<file path="config.mk">
export PLATFORM = sky130hd
export DESIGN_NAME = oc_alarm_filter
export DESIGN_NICKNAME = d
export VERILOG_FILES = /design/src/rtl/oc_filter_pkg.sv /design/src/rtl/oc_pin_sync.sv /design/src/rtl/oc_event_counter.sv /design/src/rtl/oc_hold_stretch.sv /design/src/rtl/oc_alarm_filter.sv
export SDC_FILE = /design/constraint.sdc
export NUM_CORES = 1
export LEC_CHECK = 0
export ABC_AREA = 1
export BUFFER_PORTS_ARGS = -buffer_cell sky130_fd_sc_hd__buf_2
export CAP_MARGIN = 10
export CORE_ASPECT_RATIO = 1.75
export CORE_UTILIZATION = 49
export CTS_CLUSTER_SIZE = 14
export DETAILED_ROUTE_END_ITERATION = 12
export PLACE_DENSITY = 0.7
export SLEW_MARGIN = 40
export SYNTH_ARGS = -nofsm -noshare
export SYNTH_HDL_FRONTEND = slang
export SYNTH_SLANG_ARGS = --single-unit
</file>
<file path="constraint.sdc">
create_clock -name clk -period 4 [get_ports clk]
set_clock_uncertainty 0.05 [all_clocks]
set_input_delay 0.6 -clock clk [delete_from_list [all_inputs] [get_ports clk]]
set_output_delay 0.6 -clock clk [all_outputs]
set_load 0.01 [all_outputs]
</file>
<file path="src/rtl/oc_filter_pkg.sv">
package oc_filter_pkg;

   // What the event counter does in a given cycle
   typedef enum logic [1:0] {
      CNT_HOLD  = 2'd0,
      CNT_STEP  = 2'd1,
      CNT_FIRE  = 2'd2,
      CNT_QUIET = 2'd3
   } cnt_action_e;

   localparam int unsigned DEF_CNT_W   = 8;
   localparam int unsigned DEF_QUIET_W = 16;
   localparam int unsigned DEF_HOLD_W  = 12;

endpackage

</file>
<file path="src/rtl/oc_pin_sync.sv">
module oc_pin_sync #(
   parameter bit SYNC_BYPASS = 1'b0
) (
   input  logic clk,
   input  logic rst_n,
   input  logic pin,
   input  logic active_low,
   output logic active,
   output logic rise
);

   // polarity folded in before the sync chain so reset value 0 is always "inactive"
   logic level_raw;
   logic act_q;

   assign level_raw = pin ^ active_low;

   generate
      if (SYNC_BYPASS) begin : g_bypass
         assign active = level_raw;
      end else begin : g_two_flop
         logic s1_q, s2_q;
         always_ff @(posedge clk or negedge rst_n) begin
            if (!rst_n) begin
               s1_q <= 1'b0;
               s2_q <= 1'b0;
            end else begin
               s1_q <= level_raw;
               s2_q <= s1_q;
            end
         end
         assign active = s2_q;
      end
   endgenerate

   always_ff @(posedge clk or negedge rst_n) begin
      if (!rst_n) act_q <= 1'b0;
      else        act_q <= active;
   end

   assign rise = active & ~act_q;

   // an edge can never repeat in the next cycle
   assert_edge_single_R2: assert property (@(posedge clk) disable iff (!rst_n)
      rise |=> !rise);

endmodule

</file>
<file path="src/rtl/oc_event_counter.sv">
module oc_event_counter
   import oc_filter_pkg::*;
#(
   parameter int unsigned CNT_W   = DEF_CNT_W,
   parameter int unsigned QUIET_W = DEF_QUIET_W
) (
   input  logic               clk,
   input  logic               rst_n,
   input  logic               rise,
   input  logic               thresh_en,
   input  logic [CNT_W-1:0]   thresh,
   input  logic [QUIET_W-1:0] quiet_clks,
   output logic [CNT_W-1:0]   count,
   output logic               irq
);

   localparam logic [CNT_W-1:0]   CNT_MAX = {CNT_W{1'b1}};
   localparam logic [QUIET_W-1:0] Q_ONE   = QUIET_W'(1);

   logic [CNT_W-1:0]   count_q;
   logic [QUIET_W-1:0] quiet_q;
   logic               irq_q;
   logic [CNT_W:0]     next_ev;
   logic               fire;
   logic               quiet_done;
   cnt_action_e        act;

   assign next_ev    = {1'b0, count_q} + {{CNT_W{1'b0}}, 1'b1};
   assign fire       = rise & thresh_en & (next_ev >= {1'b0, thresh});
   assign quiet_done = (quiet_clks != '0) && (quiet_q >= (quiet_clks - Q_ONE));

   always_comb begin
      if (fire)            act = CNT_FIRE;
      else if (rise)       act = CNT_STEP;
      else if (quiet_done) act = CNT_QUIET;
      else                 act = CNT_HOLD;
   end

   always_ff @(posedge clk or negedge rst_n) begin
      if (!rst_n) begin
         count_q <= '0;
         quiet_q <= '0;
         irq_q   <= 1'b0;
      end else begin
         irq_q <= fire;
         unique case (act)
            CNT_FIRE: begin
               count_q <= '0;
               quiet_q <= '0;
            end
            CNT_STEP: begin
               if (count_q != CNT_MAX) count_q <= next_ev[CNT_W-1:0];
               quiet_q <= '0;
            end
            CNT_QUIET: begin
               count_q <= '0;
               quiet_q <= '0;
            end
            default: begin
               if (quiet_clks != '0) quiet_q <= quiet_q + Q_ONE;
            end
         endcase
      end
   end

   assign count = count_q;
   assign irq   = irq_q;

   assert_irq_single_R3: assert property (@(posedge clk) disable iff (!rst_n)
      irq_q |=> !irq_q);

   assert_irq_clears_count_R3: assert property (@(posedge clk) disable iff (!rst_n)
      irq_q |-> (count_q == '0));

   assert_no_irq_disabled_R5: assert property (@(posedge clk) disable iff (!rst_n)
      irq_q |-> $past(thresh_en));

   // count only moves up on an edge, otherwise it can only fall to zero
   assert_count_moves_on_event_R6: assert property (@(posedge clk) disable iff (!rst_n)
      (count_q != $past(count_q)) |-> ($past(rise) || (count_q == '0)));

endmodule

</file>
<file path="src/rtl/oc_hold_stretch.sv">
module oc_hold_stretch #(
   parameter int unsigned HOLD_W = 12
) (
   input  logic              clk,
   input  logic              rst_n,
   input  logic              active,
   input  logic              tick,
   input  logic [HOLD_W-1:0] hold_ticks,
   output logic              req
);

   logic [HOLD_W-1:0] hold_q;

   always_ff @(posedge clk or negedge rst_n) begin
      if (!rst_n)                      hold_q <= '0;
      else if (active)                 hold_q <= hold_ticks;
      else if (tick && hold_q != '0)   hold_q <= hold_q - HOLD_W'(1);
   end

   assign req = active | (hold_q != '0);

   // once released, the remaining hold can only shrink
   assert_hold_no_grow_R8: assert property (@(posedge clk) disable iff (!rst_n)
      (!active && $past(!active)) |-> (hold_q <= $past(hold_q)));

endmodule

</file>
<file path="src/rtl/oc_alarm_filter.sv">
module oc_alarm_filter
   import oc_filter_pkg::*;
#(
   parameter int unsigned CNT_W       = DEF_CNT_W,
   parameter int unsigned QUIET_W     = DEF_QUIET_W,
   parameter int unsigned HOLD_W      = DEF_HOLD_W,
   parameter bit          SYNC_BYPASS = 1'b0
) (
   input  logic               clk,
   input  logic               rst_n,
   input  logic               alarm_pin,
   input  logic               cfg_active_low,
   input  logic               cfg_thresh_en,
   input  logic [CNT_W-1:0]   cfg_thresh,
   input  logic [QUIET_W-1:0] cfg_quiet_clks,
   input  logic [HOLD_W-1:0]  cfg_hold_ticks,
   input  logic               hold_tick,
   output logic               throttle_req,
   output logic               irq_pulse,
   output logic [CNT_W-1:0]   event_count
);

   generate
      if (CNT_W < 1 || CNT_W > 32) begin : g_bad_cnt
         $error("CNT_W out of range");
      end
      if (QUIET_W < 1 || QUIET_W > 32) begin : g_bad_quiet
         $error("QUIET_W out of range");
      end
      if (HOLD_W < 1 || HOLD_W > 32) begin : g_bad_hold
         $error("HOLD_W out of range");
      end
   endgenerate

   logic alarm_act;
   logic alarm_rise;

   oc_pin_sync #(.SYNC_BYPASS(SYNC_BYPASS)) u_sync (
      .clk        (clk),
      .rst_n      (rst_n),
      .pin        (alarm_pin),
      .active_low (cfg_active_low),
      .active     (alarm_act),
      .rise       (alarm_rise)
   );

   oc_event_counter #(.CNT_W(CNT_W), .QUIET_W(QUIET_W)) u_cnt (
      .clk        (clk),
      .rst_n      (rst_n),
      .rise       (alarm_rise),
      .thresh_en  (cfg_thresh_en),
      .thresh     (cfg_thresh),
      .quiet_clks (cfg_quiet_clks),
      .count      (event_count),
      .irq        (irq_pulse)
   );

   oc_hold_stretch #(.HOLD_W(HOLD_W)) u_hold (
      .clk        (clk),
      .rst_n      (rst_n),
      .active     (alarm_act),
      .tick       (hold_tick),
      .hold_ticks (cfg_hold_ticks),
      .req        (throttle_req)
   );

   assert_reset_quiet_R9: assert property (@(posedge clk) disable iff (!rst_n)
      $rose(rst_n) |-> (!irq_pulse && event_count == '0));

endmodule

</file>
## Word level (Yosys, flattened, before mapping)

Index checks and enable logic that the tools add are counted.
W data, S select, Z words.

- Logic and storage cells: 43
- Bits of input ports: 42
- Output and inout port bits: 10
- Register bits after elaboration: 40

- Reduce and logical (&&, ||, !) cells: 10
- Bitwise operators: 6
- $add $sub $neg: 4
- Eq/ne operators: 5
- Muxes and demuxes: 9
- Order comparisons: 2

Operators by type and width:

| operator | number |
|---|---|
| $mux W16 | 2 |
| $mux W12 | 2 |
| $add A16 B1 Y16 const B | 1 |
| $ge A16 B16 Y1 | 1 |
| $pmux W8 S2 | 1 |
| $reduce_bool A16 Y1 | 1 |
| $sub A16 B1 Y16 const B | 1 |
| $reduce_bool A12 Y1 | 1 |
| $sub A12 B1 Y12 const B | 1 |
| $add A8 B1 Y9 const B | 1 |
| $ge A9 B8 Y1 | 1 |
| $mux W8 | 1 |
| $ne A8 B8 Y1 const B | 1 |
| $mux W2 | 3 |
| $reduce_bool A2 Y1 | 3 |
| $eq A2 B2 Y1 const B | 2 |
| $and A1 B1 Y1 | 3 |
| $reduce_or A3 Y1 | 1 |
| $eq A2 B1 Y1 const B | 1 |
| $logic_and A1 B1 Y1 | 2 |
| $ne A2 B1 Y1 const B | 1 |
| $reduce_and A2 Y1 | 1 |
| $reduce_or A2 Y1 | 1 |
| $not A1 Y1 | 1 |
| 2 further kinds | 2 |

## Logic depth before layout (Yosys ltp)

- Depth after elaboration: 10
- Gate-level depth with buffers: 19
- Gate-level depth less buffers: 18

## Modules after synthesis

From an unflattened synthesis, not the netlist that was laid out.

- Cells, all modules: 463
- Area total of the unflattened synthesis: 3253.1 um^2

Modules (own cells, without submodules):

| module | times used | cells an instance | seq. area each (um^2) | area each (um^2) |
|---|---|---|---|---|
| oc_event_counter | 1 | 315 | 625.6 | 2287.2 |
| oc_hold_stretch | 1 | 138 | 300.3 | 864.6 |
| oc_pin_sync | 1 | 10 | 75.1 | 101.3 |

## Least setup slack after synthesis

No wires, ideal clock.

- Path kind: input-to-reg
- Start: input cfg_quiet_clks[0]
- End: register u_cnt.quiet_q[12]
- Stages on the path: 16
- Required time: 3832 ps
- Path buffers: 1
- Path slack: 1293 ps
- Library setup time: 118 ps
- Arrival time: 2539 ps
- Cell sequence: inv_1 -> ha_1 -> nand4_1 -> nor3_2 -> nand3_1 -> xor2_1 -> inv_1 -> ha_1 -> nand2_1 -> nor3_1 -> nand2_1 -> nand2_1 -> nand2_1 -> nand2_2 -> buf_6 -> nor2_1

- Longest elaborated chain between the ends: 9
- Elaborated cells between the ends (all ways): 13
- Classes of those cells: add/sub (1); order compare (1); eq/ne (3); mux (4); reduce/logical (4)

Ends and longest elaborated chain:

| item | RTL line | text |
|---|---|---|
| from (decl) | oc_alarm_filter.sv:15 | `input logic [QUIET_W-1:0] cfg_quiet_clks,` |
| $sub A16 B1 Y16 | oc_event_counter.sv:30 | `assign quiet_done = (quiet_clks != '0) && (quiet_q >= (quiet_clks - Q_ONE));` |
| $ge A16 B16 Y1 | oc_event_counter.sv:30 |  |
| $logic_and A1 B1 Y1 | oc_event_counter.sv:30 |  |
| $mux W2 | oc_event_counter.sv:35 | `else if (quiet_done) act = CNT_QUIET;` |
| $mux W2 | oc_event_counter.sv:34 | `else if (rise) act = CNT_STEP;` |
| $mux W2 | oc_event_counter.sv:33 | `if (fire) act = CNT_FIRE;` |
| $eq A2 B2 Y1 or $eq A2 B1 Y1 (tied branches) | oc_event_counter.sv:46 | `unique case (act)` |
| $reduce_or A3 Y1 (no line) | - |  |
| $mux W16 or $reduce_bool A2 Y1 (tied branches) | - |  |
| to (signal assigned) | oc_event_counter.sv:60 | `if (quiet_clks != '0) quiet_q <= quiet_q + Q_ONE;` |
| to (decl) | oc_event_counter.sv:21 | `logic [QUIET_W-1:0] quiet_q;` |

Several ways; a longest one is shown, not always the timed one.
A chain may end at the register's enable or synchronous reset.

## Worst setup path after layout

- Start: input cfg_quiet_clks[0]
- End: register u_cnt.quiet_q[9]

Same word-level chain as after synthesis.

==> flow_summary.ini <==
[min_path]
hp-class = in -> async

[synthesis]
synth_async_sr_flop_share_pct = 100
synth_nets = 543
synth_seq_cells = 40
yosysMostFrequentCell = nand2_1
synthesis.area_um2 = 3380
yosysSeqAreaShare_pct = 29.6
synth_area_leader_cell = dfrtp_1
synthCells = 472
synth_edf_count = 0
yosys_warnings = 0
yosys-top-cells-area = dfrtp_1 30%, nand2_1 13%, ha_1 11%, inv_1 8.4%, nor2_1 6.0%
synth_top_area_share_pct = 29.6
synthTopCellsByCount = 113 x nand2_1, 76 x inv_1, 54 x nor2_1
avgSynthCellArea_um2 = 7.16
yosysUniqueCellTypes = 34
ys.flop_type = dfrtp_1

[routing]
drcViolationCount = 0
drtIter0Drc = 122
dr.pass1.iters = 4
final_antenna_net_count = 0
routedWlPerCell_um = 11.8
num_vias = 3058
wl_mm = 7.18
viasPerCell = 5.05

[run]
cap_viol_max_count = 0

[floorplan]
die_width_um = 64.8
core_area_um2 = 6590
die_area_um2 = 7250
fp-row-count = 39
start_util_pct = 51.3
io_pins = 52
die_height_um = 112

[placement]
placed_area_um2 = 3680
portBuffers = 51
post-dp-hpwl_mm = 5.73
dp_slack_ns = 0.917
gp_congestion = 0.811

[power_and_ir_drop]
power_w = 0.00167
p_seq_share_pct = 36.2
p_per_area_nw_per_um2 = 432
internal_power_w = 0.00104
power.net_switching_w = 0.000627
power.leakage_nw = 2.05
peakVddDrop_mv = 0.244
comb_power_share_pct = 36.0
clockPowerShare_pct = 27.8
p_sw_share_pct = 37.6

[layout]
final_area_um2 = 3850
area_growth_syn_to_layout_pct = 14.0
fillers = 655
antenna_cells = 0
drive_above_1_share_pct = 18.9
nets = 594

[global_routing]
grt_pass1_vias = 3093
antenna_found_initial = 0
overflow = 0
grt_max_degree = 41
grt_pass1_wl_mm = 12.8
track_usage_pct = 22.3

[cts]
clock_latency_ns = 0.29
cts_tree = done
cts_resized = 0
clock-sinks = 40
cts_hold_buf = 0
cts_setup_buffers = 0
cts_root_buf = clkbuf_16
clock_path_buffers = 2
clkTransAtPathRegs_ns = 0.06
htreeDepth = 2
numCtsBuffers = 5

[timing]
setup_slack_ns = 1.24
rsz0062_at_grt = no
timing.final.crit_share_pct = 69.1
hold_viol = 0
setup-violations-final = 0
relSlewSlack_pct = 65.6
whs_ns = 0.238
period_minus_slack_ns = 2.76
fmax_mhz = 362
setup_tns_ns = 0
worstMarginPinSlew_ns = 0.516
drv_slew = 0

[worst_setup_path]
worstSetupPathType = in -> reg
timing.rr.start = u_cnt.count[0]
cp-start-kind = input port
reg2reg_to = u_cnt.count[7]
cp_max_fo = 16
r2r_cells = 16
r2r_slack_ns = 1.62
end_kind = flop
crit_arrival_ns = 2.87
cp.required_ns = 4.11

[outcome]
outcome = completed
how the worst max path moves through the flow:
stage,start,to,cells past startpoint
5_1_grt,cfg_quiet_clks[0],u_cnt.quiet_q[9],16
3_5_place_dp,cfg_quiet_clks[0],u_cnt.quiet_q[9],16
2_1_floorplan,cfg_quiet_clks[0],u_cnt.quiet_q[12],16
3_3_place_gp,cfg_quiet_clks[0],u_cnt.quiet_q[3],16
4_1_cts,cfg_quiet_clks[0],u_cnt.quiet_q[9],16
6_report,cfg_quiet_clks[0],u_cnt.quiet_q[9],16
per-layer routing:
metal  vias to the layer above  GRT usage [%]  wire length [um]
met3                        10           3.38               175
met4                         0           7.26               119
met1                      1412           23.4              2830
met2                        44           43.0              4060
li1                       1592              -                 -
met5                         -              0                 0
layout make-up:
cell class	count	area (um2)	area share, %
Clock buffer	5	125	3.25
Timing Repair Buffer	51	258	6.69
Inverter	79	297	7.70
Sequential cell	40	1000	26.0
Multi-Input combinational cell	346	2020	52.5
Tap cell	82	103	2.66
Clock inverter	3	46.3	1.20
placed cells by master (no fill, tap or decap), types with 2 or more instances in the layout:
cell       instances
dfrtp_1           40
nand2_2            3
nand3_1           15
xor2_1            21
buf_2             50
o21ai_0           23
nand3_2            6
nor2_2            10
a21oi_1           17
or2_2              3
nor2_1            54
inv_1             76
nor4_1             2
inv_2              3
clkbuf_16          5
nor3_2             4
nor3_1             7
nand4_1           10
nand2_1          113
nor2_4             4
o21ai_1            6
ha_1              29
xnor2_1            9
worst max-delay path: stages:
cell and delay, ns:
buf_2 0.09, inv_1 0.14, ha_1 0.23, nand4_1 0.19, nor3_2 0.20, nand3_1 0.11
xor2_1 0.14, inv_1 0.06, ha_1 0.27, nand2_1 0.07, nor3_1 0.18, nand2_1 0.07
nand2_1 0.09, nand2_1 0.07, nand2_2 0.26, nor2_1 0.09
cell families after synthesis:
family	share of synthesized area (%)
compound gates	7.89
xor+xnor	7.78
fa+ha+maj	10.7
buf+inv	10.6
flops	29.6
simple gates	33.4
sequential cells by signal (all words and copies together) (netlist names):
| name | flops |
|---|---|
| u_cnt.count | 8 |
| u_hold.hold_q | 12 |
| u_sync.active | 1 |
| u_cnt.irq | 1 |
| u_sync.g_two_flop.s1_q | 1 |
| u_cnt.quiet_q | 16 |
| u_sync.act_q | 1 |
power by group through the flow:
stage,registers (W),logic [W],clock network [W]
floorplan,0.000597,0.000433,0
finish,0.000602,0.000600,0.000464
global route,0.000615,0.000713,0.000492
CTS,0.000604,0.000610,0.000473
global placement,0.000608,0.000583,0
detailed placement,0.000611,0.000607,0
through the flow:
| step | cells | utilization [%] |
|---|---|---|
| after CTS | 606 | 58.5 |
| after detailed placement | 598 | 55.9 |
| final | 606 | 58.5 |
| after global routing | 606 | 58.5 |
| after floorplan | 472 | - |
| after global placement | 598 | 55.8 |
(Power assumes the default switching activity.)
